`src/rtl/cascade_scan_pkg.sv`:
```
package cascade_scan_pkg;
    typedef enum logic [2:0] {
        ST_IDLE,
        ST_REQ,
        ST_SAMPLE,
        ST_LOW,
        ST_HIGH,
        ST_DONE
    } scan_state_e;
endpackage

```
`src/rtl/scan_phase_timer.sv`:
```
module scan_phase_timer #(
    parameter int W = 8
) (
    input  logic         clk,
    input  logic         rst_n,
    input  logic         load,
    input  logic [W-1:0] len,
    output logic         last
);
    logic [W-1:0] cnt_q;

    // A zero length is widened to one cycle so every phase makes progress.
    always_ff @(posedge clk) begin
        if (!rst_n)
            cnt_q <= W'(1);
        else if (load)
            cnt_q <= (len == '0) ? W'(1) : len;
        else if (cnt_q > W'(1))
            cnt_q <= cnt_q - W'(1);
    end

    assign last = (cnt_q == W'(1));

    always_ff @(posedge clk) begin
        if (rst_n)
            assert_timer_nonzero_R5: assert (cnt_q != '0)
                else $error("phase counter reached zero");
    end
endmodule

```
`src/rtl/scan_capture_reg.sv`:
```
module scan_capture_reg #(
    parameter int N  = 64,
    parameter int IW = 6
) (
    input  logic          clk,
    input  logic          rst_n,
    input  logic          clear,
    input  logic          wr_en,
    input  logic [IW-1:0] wr_idx,
    input  logic          wr_bit,
    output logic [N-1:0]  bits
);
    for (genvar g = 0; g < N; g++) begin : g_bit
        logic b_q;
        always_ff @(posedge clk) begin
            if (!rst_n || clear)
                b_q <= 1'b0;
            else if (wr_en && (wr_idx == IW'(g)))
                b_q <= wr_bit;
        end
        assign bits[g] = b_q;
    end

    assert_idx_in_range_R6: assert property (@(posedge clk) disable iff (!rst_n)
        wr_en |-> (int'(wr_idx) < N));
endmodule

```
`src/rtl/cascade_scan_ctrl.sv`:
```
module cascade_scan_ctrl
    import cascade_scan_pkg::*;
#(
    parameter int MAX_STAGES = 8,
    parameter int STAGE_BITS = 8,
    parameter int PHASE_W    = 8,
    localparam int MAX_CH    = MAX_STAGES * STAGE_BITS,
    localparam int IDX_W     = $clog2(MAX_CH),
    localparam int SEL_W     = $clog2(MAX_STAGES + 1)
) (
    input  logic               clk,
    input  logic               rst_n,
    input  logic               start_i,
    input  logic [SEL_W-1:0]   stages_i,
    input  logic [PHASE_W-1:0] t_low_i,
    input  logic [PHASE_W-1:0] t_high_i,
    output logic               bus_req_o,
    input  logic               bus_gnt_i,
    output logic               smp_o,
    output logic               sclk_o,
    input  logic               sdi_i,
    output logic [MAX_CH-1:0]  chan_o,
    output logic               busy_o,
    output logic               done_o
);
    scan_state_e state_q, state_d;

    logic [IDX_W-1:0]   idx_q, last_idx_q, last_idx_d;
    logic [PHASE_W-1:0] tlo_q, thi_q, tmr_len;
    logic [SEL_W-1:0]   st_eff;
    logic               tmr_load, tmr_last, accept;

    // Clamp the requested stage count into 1..MAX_STAGES.
    always_comb begin
        if (stages_i == '0)
            st_eff = SEL_W'(1);
        else if (int'(stages_i) > MAX_STAGES)
            st_eff = SEL_W'(MAX_STAGES);
        else
            st_eff = stages_i;
        last_idx_d = IDX_W'(int'(st_eff) * STAGE_BITS - 1);
    end

    assign accept = (state_q == ST_IDLE) && start_i;

    // Next-state logic.
    always_comb begin
        state_d = state_q;
        unique case (state_q)
            ST_IDLE:   if (start_i)   state_d = ST_REQ;
            ST_REQ:    if (bus_gnt_i) state_d = ST_SAMPLE;
            ST_SAMPLE: if (tmr_last)  state_d = ST_LOW;
            ST_LOW:    if (tmr_last)  state_d = ST_HIGH;
            ST_HIGH:   if (tmr_last)  state_d = (idx_q == last_idx_q) ? ST_DONE : ST_LOW;
            ST_DONE:                  state_d = ST_IDLE;
            default:                  state_d = ST_IDLE;
        endcase
    end

    // State register.
    always_ff @(posedge clk) begin
        if (!rst_n)
            state_q <= ST_IDLE;
        else
            state_q <= state_d;
    end

    // Scan settings latched at start, bit index advanced after each high phase.
    always_ff @(posedge clk) begin
        if (!rst_n) begin
            idx_q      <= '0;
            last_idx_q <= '0;
            tlo_q      <= '0;
            thi_q      <= '0;
        end else if (accept) begin
            idx_q      <= '0;
            last_idx_q <= last_idx_d;
            tlo_q      <= t_low_i;
            thi_q      <= t_high_i;
        end else if ((state_q == ST_HIGH) && tmr_last && (idx_q != last_idx_q)) begin
            idx_q <= idx_q + IDX_W'(1);
        end
    end

    // The timer is reloaded on every entry into a timed state.
    assign tmr_load = (state_d != state_q) &&
                      ((state_d == ST_SAMPLE) || (state_d == ST_LOW) || (state_d == ST_HIGH));
    assign tmr_len  = (state_d == ST_LOW) ? tlo_q : thi_q;

    scan_phase_timer #(.W(PHASE_W)) u_timer (
        .clk   (clk),
        .rst_n (rst_n),
        .load  (tmr_load),
        .len   (tmr_len),
        .last  (tmr_last)
    );

    scan_capture_reg #(.N(MAX_CH), .IW(IDX_W)) u_capture (
        .clk    (clk),
        .rst_n  (rst_n),
        .clear  (accept),
        .wr_en  ((state_q == ST_LOW) && tmr_last),
        .wr_idx (idx_q),
        .wr_bit (sdi_i),
        .bits   (chan_o)
    );

    // Outputs decoded from the state register.
    always_comb begin
        bus_req_o = 1'b0;
        smp_o     = 1'b0;
        sclk_o    = 1'b0;
        busy_o    = 1'b1;
        done_o    = 1'b0;
        unique case (state_q)
            ST_IDLE:   busy_o = 1'b0;
            ST_REQ:    bus_req_o = 1'b1;
            ST_SAMPLE: begin bus_req_o = 1'b1; smp_o  = 1'b1; end
            ST_LOW:    bus_req_o = 1'b1;
            ST_HIGH:   begin bus_req_o = 1'b1; sclk_o = 1'b1; end
            ST_DONE:   done_o = 1'b1;
            default:   busy_o = 1'b0;
        endcase
    end

    assert_clk_needs_grant_R10: assert property (@(posedge clk) disable iff (!rst_n)
        sclk_o |-> (bus_req_o && bus_gnt_i));
    assert_strobe_needs_grant_R2: assert property (@(posedge clk) disable iff (!rst_n)
        $rose(smp_o) |-> bus_gnt_i);
    assert_strobe_clock_apart_R3: assert property (@(posedge clk) disable iff (!rst_n)
        !(smp_o && sclk_o));
    assert_done_pulse_R8: assert property (@(posedge clk) disable iff (!rst_n)
        done_o |=> (!done_o && !busy_o && !bus_req_o));
    assert_start_ignored_R9: assert property (@(posedge clk) disable iff (!rst_n)
        (busy_o && start_i) |=> ($stable(last_idx_q) && $stable(tlo_q) && $stable(thi_q)));
    assert_hold_result_R8: assert property (@(posedge clk) disable iff (!rst_n)
        (!busy_o && !start_i) |=> $stable(chan_o));
endmodule

```
`config.mk`:
```
export PLATFORM = sky130hd
export DESIGN_NAME = cascade_scan_ctrl
export DESIGN_NICKNAME = d
export VERILOG_FILES = /design/src/rtl/cascade_scan_pkg.sv /design/src/rtl/scan_phase_timer.sv /design/src/rtl/scan_capture_reg.sv /design/src/rtl/cascade_scan_ctrl.sv
export SDC_FILE = /design/constraint.sdc
export NUM_CORES = 1
export LEC_CHECK = 0
export BUFFER_PORTS_ARGS = -buffer_cell sky130_fd_sc_hd__buf_4
export CAP_MARGIN = 40
export CORE_MARGIN = 2
export CORE_UTILIZATION = 40
export CTS_CLUSTER_DIAMETER = 40
export CTS_CLUSTER_SIZE = 12
export DETAILED_ROUTE_END_ITERATION = 8
export PLACE_DENSITY = 0.58
export SLEW_MARGIN = 20
export SYNTH_ARGS = -nofsm -noshare
export SYNTH_HDL_FRONTEND = slang
export SYNTH_SLANG_ARGS = --single-unit
```
`constraint.sdc`:
```
create_clock -name clk -period 7.1 [get_ports clk]
set_input_delay 2.13 -clock clk [delete_from_list [all_inputs] [get_ports clk]]
set_output_delay 2.13 -clock clk [all_outputs]
set_load 0.02 [all_outputs]
```
; ---- After elaboration in Yosys (flattened, before gate mapping)
; Index checks and enable logic that the tools add are counted.
[totals]
out_inout_bits = 69
reg_bits = 103
in_bits = 25
word_cells = 250
[op_classes]
mux = 18
n_reduce_logical = 81
n_bitwise = 1
n_lt_le_gt_ge = 2
n_addsub = 3
eq_ne = 75
[op_table]
columns = cell, count
row1 = $eq 6x6->1 const B, 32
row2 = $eq 6x5->1 const B, 16
row3 = $logic_and 1x1->1, 69
row4 = $eq 6x4->1 const B, 8
row5 = $mux 8, 4
row6 = $eq 6x3->1 const B, 4
row7 = $mux 3, 8
row8 = $pmux 3 s5, 1
row9 = $eq 3x2->1 const B, 4
row10 = $eq 6x2->1 const B, 2
row11 = $eq 3x3->1 const B, 3
row12 = $eq 8x1->1 const B, 1
row13 = $gt 8x1->1 const B, 1
row14 = $logic_not 8->1, 1
row15 = $sub 8x1->8 const B, 1
row16 = $add 6x1->6 const B, 1
row17 = $eq 6x1->1 const B, 1
row18 = $eq 6x6->1, 1
row19 = $logic_not 6->1, 1
row20 = $ne 6x6->1, 1
row21 = $sub 6x1->6 const B, 1
row22 = $mux 1, 5
row23 = $reduce_or 5->1, 1
row24 = $gt 4x4->1 const B, 1
row25 = other kinds (10), 12

; ---- Logic depth before layout (Yosys ltp)
; Gate-level depths: netlist (run 1).
[logic_depth]
word_depth = 9
mapped_depth = 10
mapped_depth_nobuf = 8

; ---- By module
; A second synthesis (run 1) with hierarchy kept.
[hier_totals]
hier_cells = 593
hier_area_um2 = 5220.0
[by_module_without_submodules]
columns = mod, cells_each, area_per_inst_um2, seq_area_each_um2, instances
row1 = scan_capture_reg, 366, 3245.6, 1281.2, 1
row2 = cascade_scan_ctrl, 166, 1452.6, 580.6, 1
row3 = scan_phase_timer, 61, 521.8, 160.2, 1

; ---- Worst setup path after synthesis (run 1)
; No wires, ideal clock.
[synth_path]
path_kind = input-to-reg
start = in bus_gnt_i
end = reg u_timer.cnt_q[1]
setup_slack_ns = 3.395
path_buffers = 0
stages = 5
t_required_ns = 6.984
setup_time_ns = 0.116
arrival_time_ns = 3.588
path_cell_list = nand3b_1 -> a311o_1 -> a211oi_4 -> mux2_2 -> o211a_1
[synth_between]
elab_chain_len = 7
word_cells_on_any_way = 14
cone_classes = 4 x eq/ne / 5 x mux / 5 x reduce/logical
[synth_lines]
columns = element, line_no
row1 = from (decl), cascade_scan_ctrl.sv:18  ; input logic bus_gnt_i,
row2 = $mux 3 *, cascade_scan_ctrl.sv:51  ; ST_REQ: if (bus_gnt_i) state_d = ST_SAMPLE;
row3 = $pmux 3 s5 *, cascade_scan_ctrl.sv:49  ; unique case (state_q)
row4 = $eq 3x2->1 (on tied branches), "cascade_scan_ctrl.sv:87, cascade_scan_ctrl.sv:88"
row5 = $mux 8 or $logic_or 1x1->1 (tied branches), "cascade_scan_ctrl.sv:88, cascade_scan_ctrl.sv:87"
row6 = $logic_not 8->1 or $logic_or 1x1->1 (tied branches), "scan_phase_timer.sv:17, cascade_scan_ctrl.sv:87"
row7 = $mux 8 or $logic_and 1x1->1 (tied branches), "scan_phase_timer.sv:17, cascade_scan_ctrl.sv:86"
row8 = $mux 8 or $reduce_bool 2->1 (tied branches), n/a
row9 = to (signal assigned), scan_phase_timer.sv:17  ; cnt_q <= (len == '0) ? W'(1) : len;
row10 = to (signal assigned), scan_phase_timer.sv:19  ; cnt_q <= cnt_q - W'(1);
row11 = to (decl), scan_phase_timer.sv:10  ; logic [W-1:0] cnt_q;
; Every way passes the cells marked *; elsewhere a longest branch is shown, timed or not.
; A chain may end at the register's enable or synchronous reset.

; ---- Worst setup path after layout (run 1)
[layout_path]
start = reg state_q[2]
end = out sclk_o
[layout_between]
elab_chain_len = 2
[layout_lines]
columns = element, line_no
row1 = from (decl), cascade_scan_ctrl.sv:26  ; scan_state_e state_q, state_d;
row2 = from (signal assigned), cascade_scan_ctrl.sv:65  ; state_q <= state_d;
row3 = $eq 3x3->1, cascade_scan_ctrl.sv:115  ; unique case (state_q)
row4 = $mux 1, cascade_scan_ctrl.sv:115
row5 = to (decl), cascade_scan_ctrl.sv:20  ; output logic sclk_o,
; Every way passes these cells.

==> impl_metrics.tcl, run 1 <==
set metrics [dict create \
    cts_tree "done" \
    hold_path_class "flop to flop" \
    synth_top_area_share_pct 39.9 \
    drt-wirelength-per-cell_um 13.6 \
    htreeDepth 3 \
    antenna_found_initial 0 \
    slowest_stage "dfxtp_1" \
    ys_seq_area_share_pct 39.9 \
    fmax_mhz 265 \
    drtPass1Iterations 4 \
    post_cts_resize_count 0 \
    io_buffers 93 \
    min_period_ps 3780 \
    clk_latency_ps 350 \
    syn-num-nets 689 \
    tns_ps 0 \
    cts_sinks 101 \
    drc_errors 0 \
    final_nets 694 \
    yosys.area_share.adder_pct 1.73 \
    crit_path_max_fanout 13 \
    cts_hold_repair.buffers 0 \
    yosysTopAreaCell "dfxtp_1" \
    die_h_um 117 \
    powerDensity_nw_per_um2 251 \
    synthMostInstantiatedCell "nand2_1" \
    cts_root_buf "clkbuf_16" \
    num_antenna_cells 0 \
    drt_iter0_drc 295 \
    netlist_top_cells_count "nand2_1, dfxtp_1, nor2_1" \
    path_buf_inv 2 \
    synthCells 657 \
    grt.overflow.total 0 \
    start_kind "flop" \
    rsz0062_at_grt "no" \
    leakage_nw 2.09 \
    rows 41 \
    cp.arrival_ps 1650 \
    synth.area.mux_share_pct 3.29 \
    status "complete, no violations" \
    required_ps 4970 \
    start_util_pct 40.6 \
    post-route-util_pct 45.6 \
    post_cts_buffers 0 \
    syn2layout_area_growth_pct 12.3 \
    clk_pin_slew_worst_paths_ps 70 \
    coreArea_um2 12500 \
    maxCapViolCount 0 \
    ant_nets 0 \
    fp.dieW_um 117 \
    critPathMaxStageDelay_ps 580 \
    drt_wl_total_um 11400 \
    hold_viol_final 0 \
    grt_max_degree 71 \
    synth_compound_area_share_pct 18.6 \
    fin_area_um2 5690 \
    ir_drop_uv 139 \
    synth-edff-count 0 \
    synth.area.top_cells "dfxtp_1, buf_4, nand2_1" \
    io_pins 94 \
    dieArea_um2 13600 \
    num_vias 4163 \
    tightestPinTransition_ps 745 \
    crit_path_cell_trace "inv_1 > nor3_1 > buf_4" \
    async_flop_share_pct 0 \
    maxSlewViolCount 0 \
    synth_area_per_cell_um2 7.71 \
    crit_type "flop to output port" \
    fin_worst_skew_ps 8.18 \
    cts_max_path_buffers 2 \
    final.period_utilization_pct 53.2 \
    setup_violations 0 \
    crit_family "flip-flops" \
    synth-main-ff-cell "dfxtp_1" \
    drive_above_1_share_pct 18.3 \
    grtUsageTotal_pct 17.0 \
    placed_cell_area_um2 5410 \
    grt_pass1_wl_um 18400 \
    ys_warn_count 0 \
    grt_pass1_vias 3799 \
    max_slew_margin_pct 50.3 \
    fillers 1262 \
    netlist_area_um2 5060 \
    via_per_inst 4.96 \
    yosys.area_share.simple_pct 20.7 \
    ys_ff_latch 101 \
    place_congestion 0.746 \
    synth_top_family_by_area "simple AND/OR/NAND/NOR gates" \
    dp_hpwl_um 7910 \
    ys_types 39 \
    synthXorXnorAreaFrac_pct 2.77 \
    crit_path_end_kind "output port" \
    cts_buffers 9 \
]
==> placed cells by master, fill, tap and decap left out, types with 10 or more instances in the layout <==
master    netlist  layout
a21oi_1        60      60
a21boi_0       18      18
nor2_1         87      87
o21ai_0        63      63
nand2_1       110     109
mux2i_1        11      11
xnor2_1        14      14
buf_4          64      94
nand3_1        10      10
dfxtp_1       101     101
==> per-stage QoR <==
step           hold WS [ps]  total power, mW  cells  setup WS, ps
3_5_place_dp            468            0.982    823          3160
2_1_floorplan           444            0.911    657          3400
5_1_grt                 497             1.51    839          3190
6_report                477             1.43    839          3320
3_3_place_gp            461            0.975    819          3200
4_1_cts                 478             1.45    839          3290
==> state kept, by name (all words and copies together), names as in the netlist <==
signal,cells
thi_q,8
u_timer.cnt_q,8
last_idx_q,4
state_q,3
idx_q,6
tlo_q,8
u_capture.g_bit.b_q,64
==> worst min-delay path, stage by stage (launching register included) <==
cell     delay, ps
dfxtp_1        310
o21ai_0         60
a21oi_1         60
==> cell families after synthesis <==
| group | count (synthesis) |
|---|---|
| AO/OA/AOI/OAI | 161 |
| XOR/XNOR | 16 |
| adder cells (fa/ha/maj) | 7 |
| buffers and inverters | 110 |
| flip-flops | 101 |
| multiplexers | 16 |
| AND/OR/NAND/NOR | 246 |
==> routing by layer <==
metal	global-route usage (%)	vias up	share of wire, %
li1	-	2156	-
met1	21.7	1917	45
met2	28.5	79	49
met3	3.37	11	4.5
met4	6.67	0	1.3
met5	0	-	0
==> power breakdown <==
group	internal, mW	switching (mW)
clock network	0.247	0.216
registers	0.605	0.0402
logic	0.139	0.184
total	0.990	0.440
==> final cells by class <==
cell class	instances	area [um2]	area share, %
Clock buffer	10	239	4.20
Sequential cell	101	2020	35.6
Timing Repair Buffer	98	762	13.4
Inverter	6	22.5	0.396
Clock inverter	6	37.5	0.660
Tap cell	172	215	3.79
Multi-Input combinational cell	446	2390	42.0
==> final timing paths <==
path	start	end	slack, ps	depth (start not counted)
min	u_capture.g_bit[59].b_q$_SDFFE_PP0P_	u_capture.g_bit[59].b_q$_SDFFE_PP0P_	480	2
max	state_q[2]$_SDFF_PN0_	sclk_o	3320	3
min reg2reg	u_capture.g_bit[59].b_q$_SDFFE_PP0P_	u_capture.g_bit[59].b_q$_SDFFE_PP0P_	480	2
max reg2reg	u_timer.cnt_q[0]$_SDFFE_PN1P_	u_timer.cnt_q[3]$_SDFFE_PN0P_	4080	7
Power figures use the tool's default switching activity.
==> inputs of run 2 (changes only) <==
- clock period: 7.1 -> 3.93 ns (I/O delays scaled with it)
==> impl_metrics.tcl, run 2 (same netlist as run 1, synthesis figures left out) <==
set metrics [dict create \
    status "complete, no violations" \
    fin_area_um2 5700 \
    num_vias 4238 \
    cts_tree "done" \
    fin_worst_skew_ps 7.05 \
    cts_buffers 9 \
    maxSlewViolCount 0 \
    layout_commonest_cell "nand2_1" \
    rsz0062_at_grt "no" \
    r2r_slack_ps 860 \
    coreArea_um2 12500 \
    tns_ps 0 \
    min_period_ps 3070 \
    setup_violations 0 \
    die_h_um 117 \
    grt_pass1_wl_um 19000 \
    htreeDepth 3 \
    fp.dieW_um 117 \
    cts_root_buf "clkbuf_16" \
    cts_hold_repair.buffers 0 \
    grt_pass1_vias 3862 \
    hold_viol_final 0 \
    drive_above_1_share_pct 18.3 \
    drt_wl_total_um 11500 \
    min_from "u_capture.g_bit[40].b_q$_SDFFE_PP0P_" \
    io_pins 94 \
    fmax_mhz 326 \
    antenna_found_initial 0 \
    dp_hpwl_um 8000 \
    grtUsageTotal_pct 17.5 \
    crit_path_end_kind "flop" \
    io_buffers 93 \
    post_cts_buffers 0 \
    required_ps 4160 \
    final.period_utilization_pct 78.1 \
    cts_max_path_buffers 2 \
    start_util_pct 40.6 \
    drt-wirelength-per-cell_um 13.7 \
    clk_latency_ps 340 \
    max_slew_margin_pct 49.7 \
    critPathLaunch "u_timer.cnt_q[0]$_SDFFE_PN1P_" \
    crit_type "flop to flop" \
    timing.rr.start "u_timer.cnt_q[0]$_SDFFE_PN1P_" \
    maxCapViolCount 0 \
    syn2layout_area_growth_pct 12.7 \
    hold_path_class "flop to flop" \
    final_cell_mix "nand2_1, dfxtp_1, buf_4" \
    via_per_inst 5.05 \
    post_cts_resize_count 0 \
    r2r_end "u_timer.cnt_q[7]$_SDFFE_PN0P_" \
    crit_path_max_fanout 10 \
    whs_path_depth 2 \
    reg2reg_depth 7 \
    cts_sinks 101 \
    powerDensity_nw_per_um2 464 \
    largest_reg_flops 64 \
    rows 41 \
    final_nets 695 \
    fillers 1261 \
    drt_iter0_drc 354 \
    placed_cell_area_um2 5410 \
    grt.overflow.total 0 \
    drc_errors 0 \
    num_antenna_cells 0 \
    dieArea_um2 13600 \
    max_flop_register "u_capture.g_bit.b_q" \
    drtPass1Iterations 4 \
    ir_drop_uv 261 \
    tightestPinTransition_ps 754 \
    holdPathEnd "u_capture.g_bit[40].b_q$_SDFFE_PP0P_" \
    grt_max_degree 65 \
    start_kind "flop" \
    ant_nets 0 \
    cp.arrival_ps 3300 \
    leakage_nw 2.09 \
    clk_pin_slew_worst_paths_ps 70 \
    place_congestion 0.804 \
]
==> run 2: critical path, cell delays in order, from the launching register on <==
cell and delay [ps]:
dfxtp_1 420, ha_1 220, or3b_2 500, nor2_1 240, nand3_1 400, a211oi_4 590
mux2_2 400, o211a_1 200
==> run 2: area by class of cell <==
cell class	instances	area [um2]	area share (%)
Multi-Input combinational cell	446	2390	41.9
Sequential cell	101	2020	35.5
Timing Repair Buffer	99	763	13.4
Clock buffer	10	229	4.01
Tap cell	172	215	3.77
Clock inverter	6	63.8	1.12
Inverter	6	22.5	0.395
==> run 2: where the power goes <==
part / total (mW) / internal, mW / switching, mW
registers: 1.17 / 1.09 / 0.0737
clock network: 0.883 / 0.493 / 0.390
logic: 0.598 / 0.258 / 0.340
==> run 2: worst max path at each step <==
stage,slack (ps),end
5_1_grt,630,u_capture.g_bit[31].b_q$_SDFFE_PP0P_
3_5_place_dp,880,u_timer.cnt_q[2]$_SDFFE_PN0P_
3_3_place_gp,980,u_timer.cnt_q[1]$_SDFFE_PN0P_
2_1_floorplan,1000,u_timer.cnt_q[1]$_SDFFE_PN0P_
4_1_cts,870,u_timer.cnt_q[2]$_SDFFE_PN0P_
6_report,860,u_timer.cnt_q[7]$_SDFFE_PN0P_
==> run 2: metal layers <==
layer	wire [um]	share of wire [%]	global-route usage, %	up-vias
met4	79	0.68	4.44	0
met3	604	5.2	3.63	8
li1	-	-	-	2158
met1	5080	44	22.4	1972
met2	5770	50	30.3	100
met5	0	0	0	-
==> run 2: through the flow <==
step,cells,util (%),hold slack (ps),total power [mW],setup WS [ps]
6_report,840,45.7,475,2.65,860
5_1_grt,840,45.7,495,2.78,629
4_1_cts,840,45.7,477,2.67,874
3_5_place_dp,824,43.4,464,1.78,877
3_3_place_gp,823,43.3,460,1.77,980
2_1_floorplan,657,-,444,1.65,997
